### src/rtl/pwm_br_pkg.sv
package pwm_br_pkg;

    typedef enum logic {
        ST_OFF = 1'b0,
        ST_RUN = 1'b1
    } pwm_state_e;

    localparam logic ADDR_CTRL = 1'b0;
    localparam logic ADDR_DUTY = 1'b1;

    localparam int CTRL_EN_BIT  = 0;
    localparam int CTRL_PRE_LSB = 1;

endpackage

### src/rtl/pwm_br_regs.sv
module pwm_br_regs
    import pwm_br_pkg::*;
#(
    parameter int DATA_W = 8,
    parameter int PRE_W  = 2,
    parameter int DUTY_W = 7
) (
    input  logic              clk,
    input  logic              rst_n,
    input  logic              wr_en,
    input  logic              wr_addr,
    input  logic [DATA_W-1:0] wr_data,
    input  logic              rd_addr,
    output logic [DATA_W-1:0] rd_data,
    output logic              en_o,
    output logic [PRE_W-1:0]  pre_o,
    output logic [DUTY_W-1:0] duty_o
);

    logic              en_q;
    logic [PRE_W-1:0]  pre_q;
    logic [DUTY_W-1:0] duty_q;

    always_ff @(posedge clk or negedge rst_n) begin
        if (!rst_n) begin
            en_q   <= 1'b0;
            pre_q  <= '0;
            duty_q <= '0;
        end else if (wr_en) begin
            if (wr_addr == ADDR_CTRL) begin
                en_q  <= wr_data[CTRL_EN_BIT];
                pre_q <= wr_data[CTRL_PRE_LSB +: PRE_W];
            end else begin
                duty_q <= wr_data[DUTY_W-1:0];
            end
        end
    end

    always_comb begin
        rd_data = '0;
        if (rd_addr == ADDR_CTRL) begin
            rd_data[CTRL_EN_BIT]            = en_q;
            rd_data[CTRL_PRE_LSB +: PRE_W]  = pre_q;
        end else begin
            rd_data[DUTY_W-1:0] = duty_q;
        end
    end

    assign en_o   = en_q;
    assign pre_o  = pre_q;
    assign duty_o = duty_q;

    // duty write lands at the next edge
    p_duty_write_r2: assert property (@(posedge clk) disable iff (!rst_n)
        (wr_en && wr_addr == ADDR_DUTY) |=> duty_o == $past(wr_data[DUTY_W-1:0]));

    // control write lands at the next edge
    p_ctrl_write_r2: assert property (@(posedge clk) disable iff (!rst_n)
        (wr_en && wr_addr == ADDR_CTRL) |=>
            (en_o == $past(wr_data[CTRL_EN_BIT]) &&
             pre_o == $past(wr_data[CTRL_PRE_LSB +: PRE_W])));

endmodule

### src/rtl/pwm_br_counter.sv
module pwm_br_counter #(
    parameter int CNT_W = 8,
    parameter int PRE_W = 2
) (
    input  logic             clk,
    input  logic             rst_n,
    input  logic             run_i,
    input  logic             tick_i,
    input  logic [PRE_W-1:0] pre_i,
    output logic [CNT_W-1:0] cnt_o
);

    localparam int IDX_W = $clog2(CNT_W);

    logic [CNT_W-1:0] cnt_q;
    logic [CNT_W-1:0] cnt_inc;
    logic [IDX_W-1:0] rst_bit;
    logic [CNT_W-1:0] top_val;

    always_comb begin
        rst_bit = IDX_W'(CNT_W - 1) - IDX_W'(pre_i);
        cnt_inc = cnt_q + CNT_W'(1);
        top_val = (CNT_W'(1) << rst_bit) - CNT_W'(1);
    end

    always_ff @(posedge clk or negedge rst_n) begin
        if (!rst_n) begin
            cnt_q <= '0;
        end else if (!run_i) begin
            cnt_q <= '0;
        end else if (tick_i) begin
            if (cnt_inc[rst_bit]) begin
                cnt_q <= '0;
            end else begin
                cnt_q <= cnt_inc;
            end
        end
    end

    assign cnt_o = cnt_q;

    // counter parked at zero while stopped
    p_clear_off_r8: assert property (@(posedge clk) disable iff (!rst_n)
        !run_i |=> cnt_o == '0);

    // no tick, no movement
    p_hold_notick_r9: assert property (@(posedge clk) disable iff (!rst_n)
        (run_i && !tick_i) |=> $stable(cnt_o));

    // last phase of the period wraps to zero
    p_wrap_r3: assert property (@(posedge clk) disable iff (!rst_n)
        (run_i && tick_i && cnt_o == top_val) |=> cnt_o == '0);

    // below the last phase the counter steps by one
    p_step_r3: assert property (@(posedge clk) disable iff (!rst_n)
        (run_i && tick_i && cnt_o < top_val) |=> cnt_o == $past(cnt_o) + CNT_W'(1));

endmodule

### src/rtl/pwm_br_compare.sv
module pwm_br_compare #(
    parameter int CNT_W  = 8,
    parameter int PRE_W  = 2,
    parameter int DUTY_W = 7
) (
    input  logic [CNT_W-1:0]  cnt_i,
    input  logic [PRE_W-1:0]  pre_i,
    input  logic [DUTY_W-1:0] duty_i,
    output logic [CNT_W-1:0]  period_o,
    output logic              hit_o
);

    localparam int NUM_PRE = 1 << PRE_W;

    logic [CNT_W-1:0] mask_tab   [NUM_PRE];
    logic [CNT_W-1:0] period_tab [NUM_PRE];
    logic [CNT_W-1:0] phase;

    for (genvar g = 0; g < NUM_PRE; g++) begin : g_sel
        assign period_tab[g] = CNT_W'(1) << (CNT_W - 1 - g);
        assign mask_tab[g]   = period_tab[g] - CNT_W'(1);
    end

    always_comb begin
        phase    = cnt_i & mask_tab[pre_i];
        period_o = period_tab[pre_i];
        hit_o    = phase < CNT_W'(duty_i);
    end

endmodule

### src/rtl/pwm_bitreset_top.sv
module pwm_bitreset_top
    import pwm_br_pkg::*;
#(
    parameter int CNT_W  = 8,
    parameter int PRE_W  = 2,
    parameter int DUTY_W = 7,
    parameter int DATA_W = 8
) (
    input  logic              clk,
    input  logic              rst_n,
    input  logic              tick_en,
    input  logic              wr_en,
    input  logic              wr_addr,
    input  logic [DATA_W-1:0] wr_data,
    input  logic              rd_addr,
    output logic [DATA_W-1:0] rd_data,
    output logic              pwm_out,
    output logic              pin_idle
);

    logic              en;
    logic [PRE_W-1:0]  pre;
    logic [DUTY_W-1:0] duty;
    logic [CNT_W-1:0]  cnt;
    logic [CNT_W-1:0]  period;
    logic              hit;
    logic              run;

    pwm_state_e state_q, state_d;

    pwm_br_regs #(
        .DATA_W (DATA_W),
        .PRE_W  (PRE_W),
        .DUTY_W (DUTY_W)
    ) regs_i (
        .clk     (clk),
        .rst_n   (rst_n),
        .wr_en   (wr_en),
        .wr_addr (wr_addr),
        .wr_data (wr_data),
        .rd_addr (rd_addr),
        .rd_data (rd_data),
        .en_o    (en),
        .pre_o   (pre),
        .duty_o  (duty)
    );

    pwm_br_counter #(
        .CNT_W (CNT_W),
        .PRE_W (PRE_W)
    ) counter_i (
        .clk    (clk),
        .rst_n  (rst_n),
        .run_i  (run),
        .tick_i (tick_en),
        .pre_i  (pre),
        .cnt_o  (cnt)
    );

    pwm_br_compare #(
        .CNT_W  (CNT_W),
        .PRE_W  (PRE_W),
        .DUTY_W (DUTY_W)
    ) compare_i (
        .cnt_i    (cnt),
        .pre_i    (pre),
        .duty_i   (duty),
        .period_o (period),
        .hit_o    (hit)
    );

    // next-state logic: start / stop
    always_comb begin
        state_d = state_q;
        unique case (state_q)
            ST_OFF: if (en)  state_d = ST_RUN;
            ST_RUN: if (!en) state_d = ST_OFF;
            default:         state_d = ST_OFF;
        endcase
    end

    always_ff @(posedge clk or negedge rst_n) begin
        if (!rst_n) state_q <= ST_OFF;
        else        state_q <= state_d;
    end

    // outputs per state
    always_comb begin
        run      = 1'b0;
        pwm_out  = 1'b0;
        pin_idle = 1'b1;
        unique case (state_q)
            ST_OFF: begin
                run      = 1'b0;
                pwm_out  = 1'b0;
                pin_idle = 1'b1;
            end
            ST_RUN: begin
                run      = 1'b1;
                pwm_out  = hit;
                pin_idle = 1'b0;
            end
            default: ;
        endcase
    end

    // idle pin flag and active output never coincide
    p_idle_low_r8: assert property (@(posedge clk) disable iff (!rst_n)
        pin_idle |-> !pwm_out);

    // controller follows the enable bit one cycle later
    p_follow_en_r8: assert property (@(posedge clk) disable iff (!rst_n)
        en |=> !pin_idle);

    // duty at or above the period keeps the output high
    p_full_on_r5: assert property (@(posedge clk) disable iff (!rst_n)
        (!pin_idle && cnt < period && CNT_W'(duty) >= period) |-> pwm_out);

endmodule

### config.mk
export PLATFORM = sky130hd
export DESIGN_NAME = pwm_bitreset_top
export DESIGN_NICKNAME = d
export VERILOG_FILES = /design/src/rtl/pwm_br_pkg.sv /design/src/rtl/pwm_br_regs.sv /design/src/rtl/pwm_br_counter.sv /design/src/rtl/pwm_br_compare.sv /design/src/rtl/pwm_bitreset_top.sv
export SDC_FILE = /design/constraint.sdc
export NUM_CORES = 1
export LEC_CHECK = 0
export ABC_AREA = 1
export BUFFER_PORTS_ARGS = -buffer_cell sky130_fd_sc_hd__buf_2
export CELL_PAD_IN_SITES_DETAIL_PLACEMENT = 0
export CELL_PAD_IN_SITES_GLOBAL_PLACEMENT = 1
export CORE_AREA = 2 2 57 64
export CTS_CLUSTER_DIAMETER = 100
export CTS_CLUSTER_SIZE = 30
export DETAILED_ROUTE_END_ITERATION = 10
export DIE_AREA = 0 0 59 66
export PLACE_DENSITY_LB_ADDON = 0.05
export SLEW_MARGIN = 10
export SYNTH_ARGS = -nofsm -noshare
export SYNTH_HDL_FRONTEND = slang
export SYNTH_SLANG_ARGS = --single-unit
### constraint.sdc
create_clock -name clk -period 2 [get_ports clk]
set_input_delay 0.4 -clock clk [delete_from_list [all_inputs] [get_ports clk]]
set_output_delay 0.4 -clock clk [all_outputs]
set_load 0.02 [all_outputs]
## After elaboration in Yosys (flattened, before gate mapping)

Index checks and enable logic that the tools add are counted.

- $add $sub $neg: 2
- Order comparisons: 3
- Equality and inequality tests: 1
- Mux-type cells: 14
- Bitwise logic cells: 4
- Reduce and logical (&&, ||, !) cells: 2

Operator list:

| operator | number |
|---|---|
| 2-to-1 mux 8 bit | 5 |
| binary-select mux 8 bit (select 2 bit) | 1 |
| adder 8 x 1 -> 8 bit (second input constant) | 1 |
| bitwise AND 8 bit | 1 |
| less-than comparator 8 x 7 -> 1 bit | 1 |
| one-hot mux 1 bit (2 select lines) | 3 |
| less-than comparator 3 x 4 -> 1 bit (second input constant) | 1 |
| 2-to-1 mux 4 bit | 1 |
| AND reduction 2 bit | 2 |
| binary-select mux 1 bit (select 3 bit) | 1 |
| greater-or-equal comparator 3 bit (second input constant) | 1 |
| 2-to-1 mux 3 bit | 1 |
| inverter 2 -> 3 bit | 1 |
| subtractor 3 x 2 -> 3 bit (first input constant) | 1 |
| 2-to-1 mux 1 bit | 2 |
| != test 2 bit (second input constant) | 1 |
| inverter 1 bit | 2 |

- Register bits: 19
- Bits of input ports: 14
- Output and inout port bits: 10
- Logic and storage cells: 31

## Longest topological paths before layout

Gate-level depths: netlist (run 1).

- Depth after elaboration: 7
- Mapped depth: 9
- Mapped depth without buffers: 9

## Cells and area by module

Synthesis (run 1) repeated with hierarchy kept, for this count alone.

- Cell total of the unflattened synthesis: 198
- Area, all modules: 1337.5 sq um

Modules (own cells, without submodules):

| module | instances | cells each | area each (sq um) | sequential area each (sq um) |
|---|---|---|---|---|
| pwm_br_counter | 1 | 84 | 558.0 | 200.2 |
| pwm_br_regs | 1 | 65 | 491.7 | 250.2 |
| pwm_br_compare | 1 | 45 | 251.5 | 0.0 |
| pwm_bitreset_top | 1 | 4 | 36.3 | 25.0 |

## Least setup slack after synthesis (run 1)

Ideal clock, no wire load.

- Kind: reg-to-output
- Start: reg counter_i.cnt_q[5], in the netlist counter_i.cnt_o[5]
- End: out pwm_out
- Data arrival time: 1401 ps
- Required time: 1600 ps
- Setup slack: 199 ps
- Stages on the path, launching flop included: 8
- Buffers on the path: 0
- Cells stage by stage: dfrtp_1 > inv_1 > nor2_1 > ha_1 > a21o_1 > a21oi_1 > nand2_1 > nor2_1

- Word-level cells in the longest chain between the ends: 3

RTL lines:

| item | line | source |
|---|---|---|
| from (decl) | pwm_br_counter.sv:15 | `logic [CNT_W-1:0] cnt_q;` |
| from (signal assigned) | pwm_br_counter.sv:35 | `cnt_q <= cnt_inc;` |
| bitwise AND 8 bit | pwm_br_compare.sv:25 | `phase = cnt_i & mask_tab[pre_i];` |
| less-than comparator 8 x 7 -> 1 bit | pwm_br_compare.sv:27 | `hit_o = phase < CNT_W'(duty_i);` |
| one-hot mux 1 bit (2 select lines) | pwm_bitreset_top.sv:92 | `unique case (state_q)` |
| to (decl) | pwm_bitreset_top.sv:17 | `output logic pwm_out,` |

No other way between the ends.

## Final worst setup path (run 1)

Ends and elaborated chain as after synthesis.

==> flow_summary.json, run 1 <==
{
  "status": "finished with violations",
  "violations": "negative setup slack",
  "p_comb_frac": 0.251,
  "pre_cts_ws_ps": 138.9,
  "synth_seq_cells": 19,
  "required_ps": 1600,
  "synth_top_area_cell": "dfrtp_1",
  "setup_viol": 1,
  "post-route-period-util": 1.064,
  "die_h_um": 66,
  "wl_per_cell_um": 12.54,
  "slew_headroom": 0.6205,
  "rows": 22,
  "fmax_ghz": 0.4698,
  "gp_congestion": 0.8428,
  "drive_gt1_frac": 0.2564,
  "grt.met2_usage": 0.3000,
  "ys_types": 26,
  "clock_path_buffers": 2,
  "p_int_mw": 0.5654,
  "cts_num_sinks": 19,
  "via_per_inst": 4.952,
  "power_mw": 0.8572,
  "final_common_cell": "nand2_1",
  "netlist.area_leader.share": 0.3897,
  "switching_share": 0.3404,
  "worstMarginPinSlew_ps": 567.2,
  "r2r_slack_ps": 420,
  "yosys_warnings": 0,
  "grt_max_degree": 20,
  "cts_buffers": 3,
  "drt_iter0_drc": 25,
  "hp-class": "in2async",
  "tritoncts": "built",
  "io_pins": 24,
  "synth_area_sq_um": 1220,
  "cp.arrival_ps": 1730,
  "core_area_sq_um": 3248,
  "leakage_nw": 0.8159,
  "fp.dieW_um": 59,
  "area_growth_pct": 18.56,
  "rsz0062_at_grt": "yes",
  "fin_ws_ps": -128.8,
  "initial_core_util": 0.3756,
  "yosysSeqAreaShare": 0.3897,
  "period_minus_slack_ps": 2129,
  "grt_use_met3": 0.02348,
  "clock_latency_ps": 300,
  "fillers": 359,
  "regArea_sq_um": 475.5,
  "grt_pass1_vias": 1128,
  "critPathMaxFanout": 3,
  "h-tree-depth": 1,
  "synth_cells": 166,
  "final_cell_mix": "41 x nand2_1, 23 x inv_1, 20 x buf_2, 19 x dfrtp_1",
  "ir_drop_v": 0.0003157,
  "syn_avg_cell_area_sq_um": 7.349,
  "finalHoldViolations": 0,
  "antenna_found_initial": 0,
  "maxSlewViolCount": 0,
  "hpwl_um": 2225,
  "vias": 1144,
  "fin_nets": 217,
  "num_antenna_cells": 0,
  "power_frac_seq": 0.514,
  "drc": 0,
  "io_buffers": 21,
  "dieArea_sq_um": 3894,
  "grt_overflow": 0,
  "worstSetupPathType": "reg2out",
  "grt.busiest_layer": "met2",
  "skew_ps": 4.811,
  "powerDensity_nw_per_um2": 592.7,
  "cap_viol_max_count": 0,
  "synth_area_leaders": "dfrtp_1 39%, nand2_1 13%, inv_1 7.7%, ha_1 7.2%, nand3_1 5.7%",
  "clkPwrFrac": 0.235,
  "setup.worst_path.start_class": "flip-flop",
  "grt_pass1_wl_um": 5092,
  "setup.worst_path.end_class": "primary output",
  "gr-usage-met1": 0.2107,
  "switchingPower_mw": 0.2918,
  "final_antenna_net_count": 0,
  "clk_pin_slew_worst_paths_ps": 120,
  "multi_input_area_sq_um": 636.9,
  "drt_pass1_iterations": 4,
  "root_buffer": "clkbuf_4",
  "drt_wl_total_um": 2896,
  "grt_usage": 0.1723,
  "syn-num-nets": 187
}
-- worst max-delay path: stages (launching register included) --
cell and delay [ps]:
dfrtp_1 410, inv_2 80, nor2_1 40, ha_1 280
a21o_1 180, a21oi_2 120, nand2_1 80, nor2_1 90
buf_4 140
-- registers in the layout (all words and copies together) (netlist names) --
| name | flops |
|---|---|
| counter_i.cnt_o | 8 |
| regs_i.duty_o | 7 |
| regs_i.pre_o | 2 |
| regs_i.en_o | 1 |
| state_q | 1 |
-- per-layer routing --
metal  routed length (um)  share of wire
met1                 1237           0.43
met2                 1487           0.51
met3                  134          0.046
met4                   36          0.012
met5                    0              0
-- cells in the mapped netlist, drive strengths merged --
library cell  count
ha                7
dfrtp            19
a21oi            12
nand2            45
clkbuf            1
xor2              1
nor3              2
and3              1
inv              27
a21o              1
conb              1
o21bai            1
buf               2
nand3            19
nor2             16
nand4             1
o21ai            10
-- power groups by stage --
stage | Combinational [mW] | Clock (mW) | Sequential, mW
final | 0.215 | 0.202 | 0.441
after global routing | 0.247 | 0.237 | 0.447
after CTS | 0.220 | 0.214 | 0.441
after detailed placement | 0.211 | 0 | 0.449
after global placement | 0.207 | 0 | 0.448
after floorplan | 0.139 | 0 | 0.445
-- what timing repair did --
| item | CTS | global route |
|---|---|---|
| hold buffers | 0 | 0 |
| pin swaps | 0 | 3 |
| setup endpoints to repair | 1 | 1 |
| gates resized for setup | 3 | 2 |
| buffers inserted | 2 | 0 |
-- kinds of logic (layout without fill, tap and decap cells) --
group,count (synthesis),after routing,synth area share
other cells,1,1,0.003074
xor+xnor,1,1,0.007181
flops,19,19,0.3897
buf+inv,30,59,0.09538
fa+ha+maj,7,7,0.07179
simple gates,84,84,0.3272
compound gates,24,24,0.1056
-- final timing paths --
check / startpoint / end / cells past startpoint
max: counter_i.cnt_o[5] / pwm_out / 8
min: rst_n / counter_i.cnt_o[7] / 1
max reg2reg: counter_i.cnt_o[0] / counter_i.cnt_o[6] / 7
min reg2reg: regs_i.en_o / state_q / 0
max in group asynchronous: rst_n / regs_i.duty_o[3] / 1
min in group clk: wr_data[0] / regs_i.duty_o[0] / 3
-- through the flow --
stage | setup TNS [ps] | hold WS [ps] | cell area (sq um) | cells | util
after floorplan | 0 | 104.4 | 1220 | 166 | -
after global placement | 0 | 380.1 | 1393 | 225 | 0.4287
after detailed placement | 0 | 383.9 | 1393 | 225 | 0.4287
after CTS | -147.4 | 34.92 | 1443 | 231 | 0.4441
after global routing | -259.5 | 26.43 | 1446 | 231 | 0.4453
final | -128.8 | 25.74 | 1446 | 231 | 0.4453
-- final cells by class --
class,count,share of cell area
clock inverter,1,0.003460
tap,36,0.03114
multi-input combinational,117,0.4403
timing repair buffer,28,0.1107
clock buffer,3,0.01557
inverter,27,0.07007
sequential,19,0.3287
No activity file was read; power rests on OpenSTA's default activity.
==> run 2: changes to the inputs <==
- ABC_AREA: 1 -> default
- CELL_PAD_IN_SITES_DETAIL_PLACEMENT: 0 -> default
- CELL_PAD_IN_SITES_GLOBAL_PLACEMENT: 1 -> default
- CORE_AREA: 2 2 57 64 -> 2 2 56 63
- CTS_BUF_LIST: default -> sky130_fd_sc_hd__clkbuf_16
- DIE_AREA: 0 0 59 66 -> 0 0 58 65
==> run 2 against run 1 <==
Against the previous run:
- the flow still finishes with violations (negative setup slack)
- register-to-register slack got worse by 540 ps
- die area fell by 3.2%
- clock skew fell by 3.9 ps
- cell area up 16%
- synthesized cell count shrank 25%
- highest routed layer is now met3
- sequential share of layout area down 4.4 points
- cell count down 14%
- synthesized area decreased by 2.5%
- global-route usage decreased by 2.4 points
- worst hold slack improved by 60 ps
==> flow_summary.json, run 2 <==
{
  "final_cell_mix": "20 x buf_2, 17 x dfrtp_1, 13 x buf_4, 11 x inv_1, 11 x mux2_2",
  "ir_drop_v": 0.0004500,
  "fin_ws_ps": -123.3,
  "fillers": 297,
  "cap_viol_max_count": 0,
  "synth_edf_count": 0,
  "setup_viol": 7,
  "dieArea_sq_um": 3770,
  "gp_congestion": 0.7914,
  "path_delay_family": "compound AO/OA/AOI/OAI gates",
  "grt_overflow": 0,
  "hp-class": "in2async",
  "vias": 1043,
  "post_dp_cell_area_sq_um": 1403,
  "fmax_ghz": 0.4710,
  "fp.dieW_um": 58,
  "setup.worst_path.end_class": "flip-flop",
  "num_antenna_cells": 0,
  "async_flop_share": 1.000,
  "wl_per_cell_um": 14.37,
  "final_antenna_net_count": 0,
  "leakage_nw": 0.7893,
  "hpwl_um": 2012,
  "final_common_cell": "buf_2",
  "maxSlewViolCount": 0,
  "drt_wl_total_um": 2859,
  "netlist.area_leader.share": 0.3996,
  "initial_core_util": 0.3726,
  "grt_pass1_vias": 995,
  "cts_num_sinks": 19,
  "final_area_sq_um": 1678,
  "yosys_warnings": 0,
  "cts_buffers": 3,
  "critPathMaxFanout": 4,
  "io_pins": 24,
  "antenna_found_initial": 0,
  "powerDensity_nw_per_um2": 714.7,
  "cpPeakStageDelay_ps": 400,
  "clock_path_buffers": 2,
  "grt_max_degree": 20,
  "post-route-period-util": 1.062,
  "syn-num-nets": 145,
  "required_ps": 2140,
  "ys_types": 35,
  "path_buf_inv": 3,
  "clk_pin_slew_worst_paths_ps": 60,
  "via_per_inst": 5.241,
  "crit_chain": "buf_6, buf_6, ha_4, nand2_4, or3_4, a211oi_4, nor4_4, buf_4, a21boi_2, a21o_1",
  "area_growth_pct": 41.01,
  "setup.worst_path.start_class": "flip-flop",
  "drc": 0,
  "rows": 22,
  "core_area_sq_um": 3193,
  "h-tree-depth": 1,
  "worstSetupPathType": "reg2reg",
  "io_buffers": 21,
  "fin_nets": 185,
  "synth_area_sq_um": 1190,
  "tritoncts": "built",
  "crit_path_frequent_cell": "buf_6",
  "finalHoldViolations": 0,
  "largest_reg_flops": 8,
  "yosysMostFrequentCell": "dfrtp_1",
  "skew_ps": 0.9022,
  "die_h_um": 65,
  "cts_hold_buffers": 0,
  "yosysSeqAreaShare": 0.3996,
  "synth_seq_cells": 19,
  "power_mw": 1.199,
  "cp_slowest_cell": "or3_4",
  "synth_area_leaders": "dfrtp_1 40%, mux2_2 11%, ha_1 7.4%, nand2_1 3.8%, inv_1 3.5%",
  "period_minus_slack_ps": 2123,
  "synth_cells": 124,
  "clock_latency_ps": 250,
  "drt_pass1_iterations": 4,
  "status": "finished with violations",
  "violations": "negative setup slack",
  "synthFlopType": "dfrtp_1",
  "grt_usage": 0.1483,
  "cp.arrival_ps": 2270,
  "slew_headroom": 0.6523,
  "rsz0062_at_grt": "yes",
  "grt_pass1_wl_um": 4429,
  "root_buffer": "clkbuf_16",
  "drive_gt1_frac": 0.4847,
  "syn_avg_cell_area_sq_um": 9.596,
  "drt_iter0_drc": 25,
  "worstMarginPinSlew_ps": 519.6,
  "synth_commonest_cells": "19 x dfrtp_1, 12 x mux2_2, 12 x nand2_1, 11 x inv_1",
  "synth_top_area_cell": "dfrtp_1"
}
run 2: changes by cell type in the layout (fill, tap and decap cells not counted), sizes merged, moves of 8 or more:
cell,previous run,this run
nand2,45,12
mux2,0,12
buf,28,37
nand3,19,5
nor2,16,8
a21oi,12,4
inv,27,11
run 2: through the flow:
| stage | std cells | hold slack [ps] | worst slack [ps] | utilization | TNS, ps |
|---|---|---|---|---|---|
| after CTS | 195 | 108.7 | -128.2 | 0.4781 | -184.6 |
| final | 199 | 85.82 | -123.3 | 0.5255 | -531.9 |
| after global routing | 199 | 117.3 | -236.9 | 0.5255 | -1332 |
| after global placement | 188 | 374.2 | 32.54 | 0.4393 | 0 |
| after detailed placement | 188 | 377.0 | 15.16 | 0.4393 | 0 |
| after floorplan | 124 | 104.4 | 50.35 | - | 0 |
run 2: metal layers:
metal  wire (um)  global-route usage
met1        1194              0.1906
met2        1582              0.2642
met3          82             0.01996
met4           0             0.02616
met5           0                   0
run 2: worst register-to-register path: stages (launching register included):
cell and delay, ps:
dfrtp_1 380, buf_6 110, buf_6 100, ha_4 140, nand2_4 60, or3_4 400, a211oi_4 300, nor4_4 90
buf_4 150, a21boi_2 150, a21o_1 150
run 2: final timing paths:
| kind | startpoint | endpoint | slack (ps) | cells after the start |
|---|---|---|---|---|
| worst min-delay path | rst_n | counter_i.cnt_o[6] | 90 | 1 |
| min in group clk | wr_data[1] | regs_i.pre_o[0] | 370 | 3 |
| worst min register to register | regs_i.en_o | state_q | 400 | 0 |
| worst max register to register | counter_i.cnt_o[1] | counter_i.cnt_o[6] | -120 | 10 |
| worst max-delay path | counter_i.cnt_o[1] | counter_i.cnt_o[6] | -120 | 10 |
| max in group asynchronous | rst_n | counter_i.cnt_o[0] | 1590 | 1 |
run 2: area by class of cell:
| cell class | count | area [sq um] | area share |
|---|---|---|---|
| clock buffers | 3 | 75.07 | 0.04474 |
| flip-flops and latches | 19 | 478.0 | 0.2849 |
| multi-input cells | 92 | 790.8 | 0.4713 |
| clock inverters | 1 | 5.005 | 0.002983 |
| well taps | 36 | 45.04 | 0.02685 |
| inverters | 11 | 41.29 | 0.02461 |
| repair buffers | 37 | 242.7 | 0.1447 |
run 2: power breakdown:
part           switching (mW)  internal [mW]
clock network           0.152          0.268
logic                   0.164          0.159
registers              0.0323          0.424
total                   0.349          0.851
run 2: kinds of logic after synthesis:
logic type	after synthesis	synth area share
simple gates	46	0.2124
flops	19	0.3996
mux	14	0.1304
buf+inv	13	0.04416
fa+ha+maj	7	0.07360
other cells	1	0.003152
compound gates	24	0.1367
run 2: timing repair:
item / CTS / global route
gates resized for setup: 7 / 33
endpoints found under the setup margin: 1 / 9
buffers inserted: 3 / 5
pin swaps: 3 / 16
==> run 3: changes to the inputs <==
- BUFFER_PORTS_ARGS: -buffer_cell sky130_fd_sc_hd__buf_2 -> -buffer_cell sky130_fd_sc_hd__buf_4
==> run 3 against run 2 <==
Against the previous run:
- the run still ends with negative setup slack left
- combinational power is 1% lower
- sequential cell count stayed put
- clock skew is 2.1 ps higher
- global-route usage is 1.8 points higher
- via count is 1.6% lower
- clock power is 4% lower
- setup slack better by 23 ps
- count of clock-buffer cells in the layout stayed put
- core utilization stayed put
- critical path type is now reg2out
- critical endpoint is now pwm_out
- highest routed layer is now met4
==> flow_summary.json, run 3 (synthesis gave the netlist of run 2 again) <==
{
  "hold_ws_ps": 12.53,
  "grt_pass1_wl_um": 4892,
  "drt_pass1_iterations": 4,
  "rows": 22,
  "clock_path_buffers": 2,
  "fin_nets": 181,
  "area_growth_pct": 41.01,
  "drc": 0,
  "rsz0062_at_grt": "yes",
  "num_antenna_cells": 0,
  "path_buf_inv": 1,
  "gp_congestion": 0.8116,
  "initial_core_util": 0.3726,
  "postLayoutCoreUtil": 0.5255,
  "cp_slowest_cell": "dfrtp_2",
  "setup.worst_path.end_class": "primary output",
  "status": "finished with violations",
  "period_minus_slack_ps": 2100,
  "cp.arrival_ps": 1700,
  "grt_usage": 0.1662,
  "gr-usage-met1": 0.2122,
  "fillers": 304,
  "worstSetupPathType": "reg2out",
  "final_antenna_net_count": 0,
  "drt_iter0_drc": 33,
  "clk_pin_slew_worst_paths_ps": 50,
  "via_per_inst": 5.262,
  "violations": "negative setup slack",
  "grt_max_degree": 20,
  "grt_pass1_vias": 1063,
  "ir_drop_v": 0.0003897,
  "antenna_found_initial": 0,
  "vias": 1026,
  "clock_latency_ps": 250,
  "die_h_um": 65,
  "fmax_ghz": 0.4762,
  "power_mw": 1.181,
  "dp_cells": 188,
  "required_ps": 1600,
  "grt.met2_usage": 0.2855,
  "io_pins": 24,
  "final_cell_mix": "31 x buf_4, 18 x dfrtp_1, 12 x inv_1, 11 x mux2_2, 9 x nand2_1",
  "dieArea_sq_um": 3770,
  "io_buffers": 21,
  "post-route-period-util": 1.050,
  "setup_viol": 6,
  "finalHoldViolations": 0,
  "grt_overflow": 0,
  "grt_use_met3": 0.03194,
  "hpwl_um": 2095,
  "powerDensity_nw_per_um2": 703.7,
  "setup_tns_ps": -318.2,
  "maxSlewViolCount": 0,
  "cap_viol_max_count": 0,
  "critPathMaxFanout": 5,
  "setup.worst_path.start_class": "flip-flop",
  "cts_buffers": 3,
  "wl_per_cell_um": 14.22,
  "grt.busiest_layer": "met2",
  "skew_ps": 3.040,
  "drive_gt1_frac": 0.4403,
  "h-tree-depth": 1,
  "fin_ws_ps": -100.1,
  "root_buffer": "clkbuf_16",
  "drt_wl_total_um": 2772,
  "path_delay_family": "flip-flops",
  "tritoncts": "built",
  "hp-class": "in2async",
  "largest_reg_flops": 8,
  "cpPeakStageDelay_ps": 470,
  "cts_num_sinks": 19,
  "leakage_nw": 0.7846,
  "final_cells": 195,
  "final_common_cell": "buf_4",
  "core_area_sq_um": 3193,
  "fp.dieW_um": 58,
  "crit_chain": "ha_1, nor2b_1, o21ai_1, a21oi_1, a31oi_2, buf_4"
}
[run 3: report_power, final]
part / switching (mW) / internal, mW / total, mW
combinational: 0.160 / 0.159 / 0.319
sequential: 0.0336 / 0.423 / 0.457
clock: 0.139 / 0.266 / 0.405
total: 0.332 / 0.848 / 1.18
[run 3: final cells by class]
class / count / area (sq um) / area share
clock buffers: 3 / 75.07 / 0.04474
clock inverters: 1 / 3.754 / 0.002237
inverters: 11 / 41.29 / 0.02461
multi-input cells: 92 / 780.7 / 0.4653
flip-flops and latches: 19 / 476.7 / 0.2841
well taps: 36 / 45.04 / 0.02685
repair buffers: 33 / 255.2 / 0.1521
[run 3: metrics by stage]
| stage | worst slack [ps] | instance area (sq um) |
|---|---|---|
| 5_1_grt | -244.8 | 1678 |
| 3_3_place_gp | 43.68 | 1455 |
| 2_1_floorplan | 50.35 | 1197 |
| 3_5_place_dp | 6.781 | 1455 |
| 6_report | -100.1 | 1678 |
| 4_1_cts | -111.2 | 1578 |
[run 3: final timing paths]
path / start / end / slack [ps] / depth (start not counted)
min in group clk: wr_data[1] / regs_i.pre_o[0] / 360 / 3
max reg2reg: counter_i.cnt_o[1] / counter_i.cnt_o[5] / -80 / 12
max: counter_i.cnt_o[2] / pwm_out / -100 / 6
max in group asynchronous: rst_n / counter_i.cnt_o[2] / 1750 / 1
min reg2reg: regs_i.en_o / state_q / 400 / 0
min: rst_n / counter_i.cnt_o[7] / 10 / 1
[run 3: what timing repair did]
| action | CTS | global route |
|---|---|---|
| pin swaps | 3 | 4 |
| gates resized for setup | 9 | 24 |
| setup buffers | 2 | 2 |
| hold buffers | 0 | 0 |
| setup endpoints to repair | 1 | 9 |
[run 3: metal layers]
metal,vias up,wire [um]
met5,-,0
met4,0,14
met3,2,79
met2,19,1416
met1,498,1261
li1,507,-
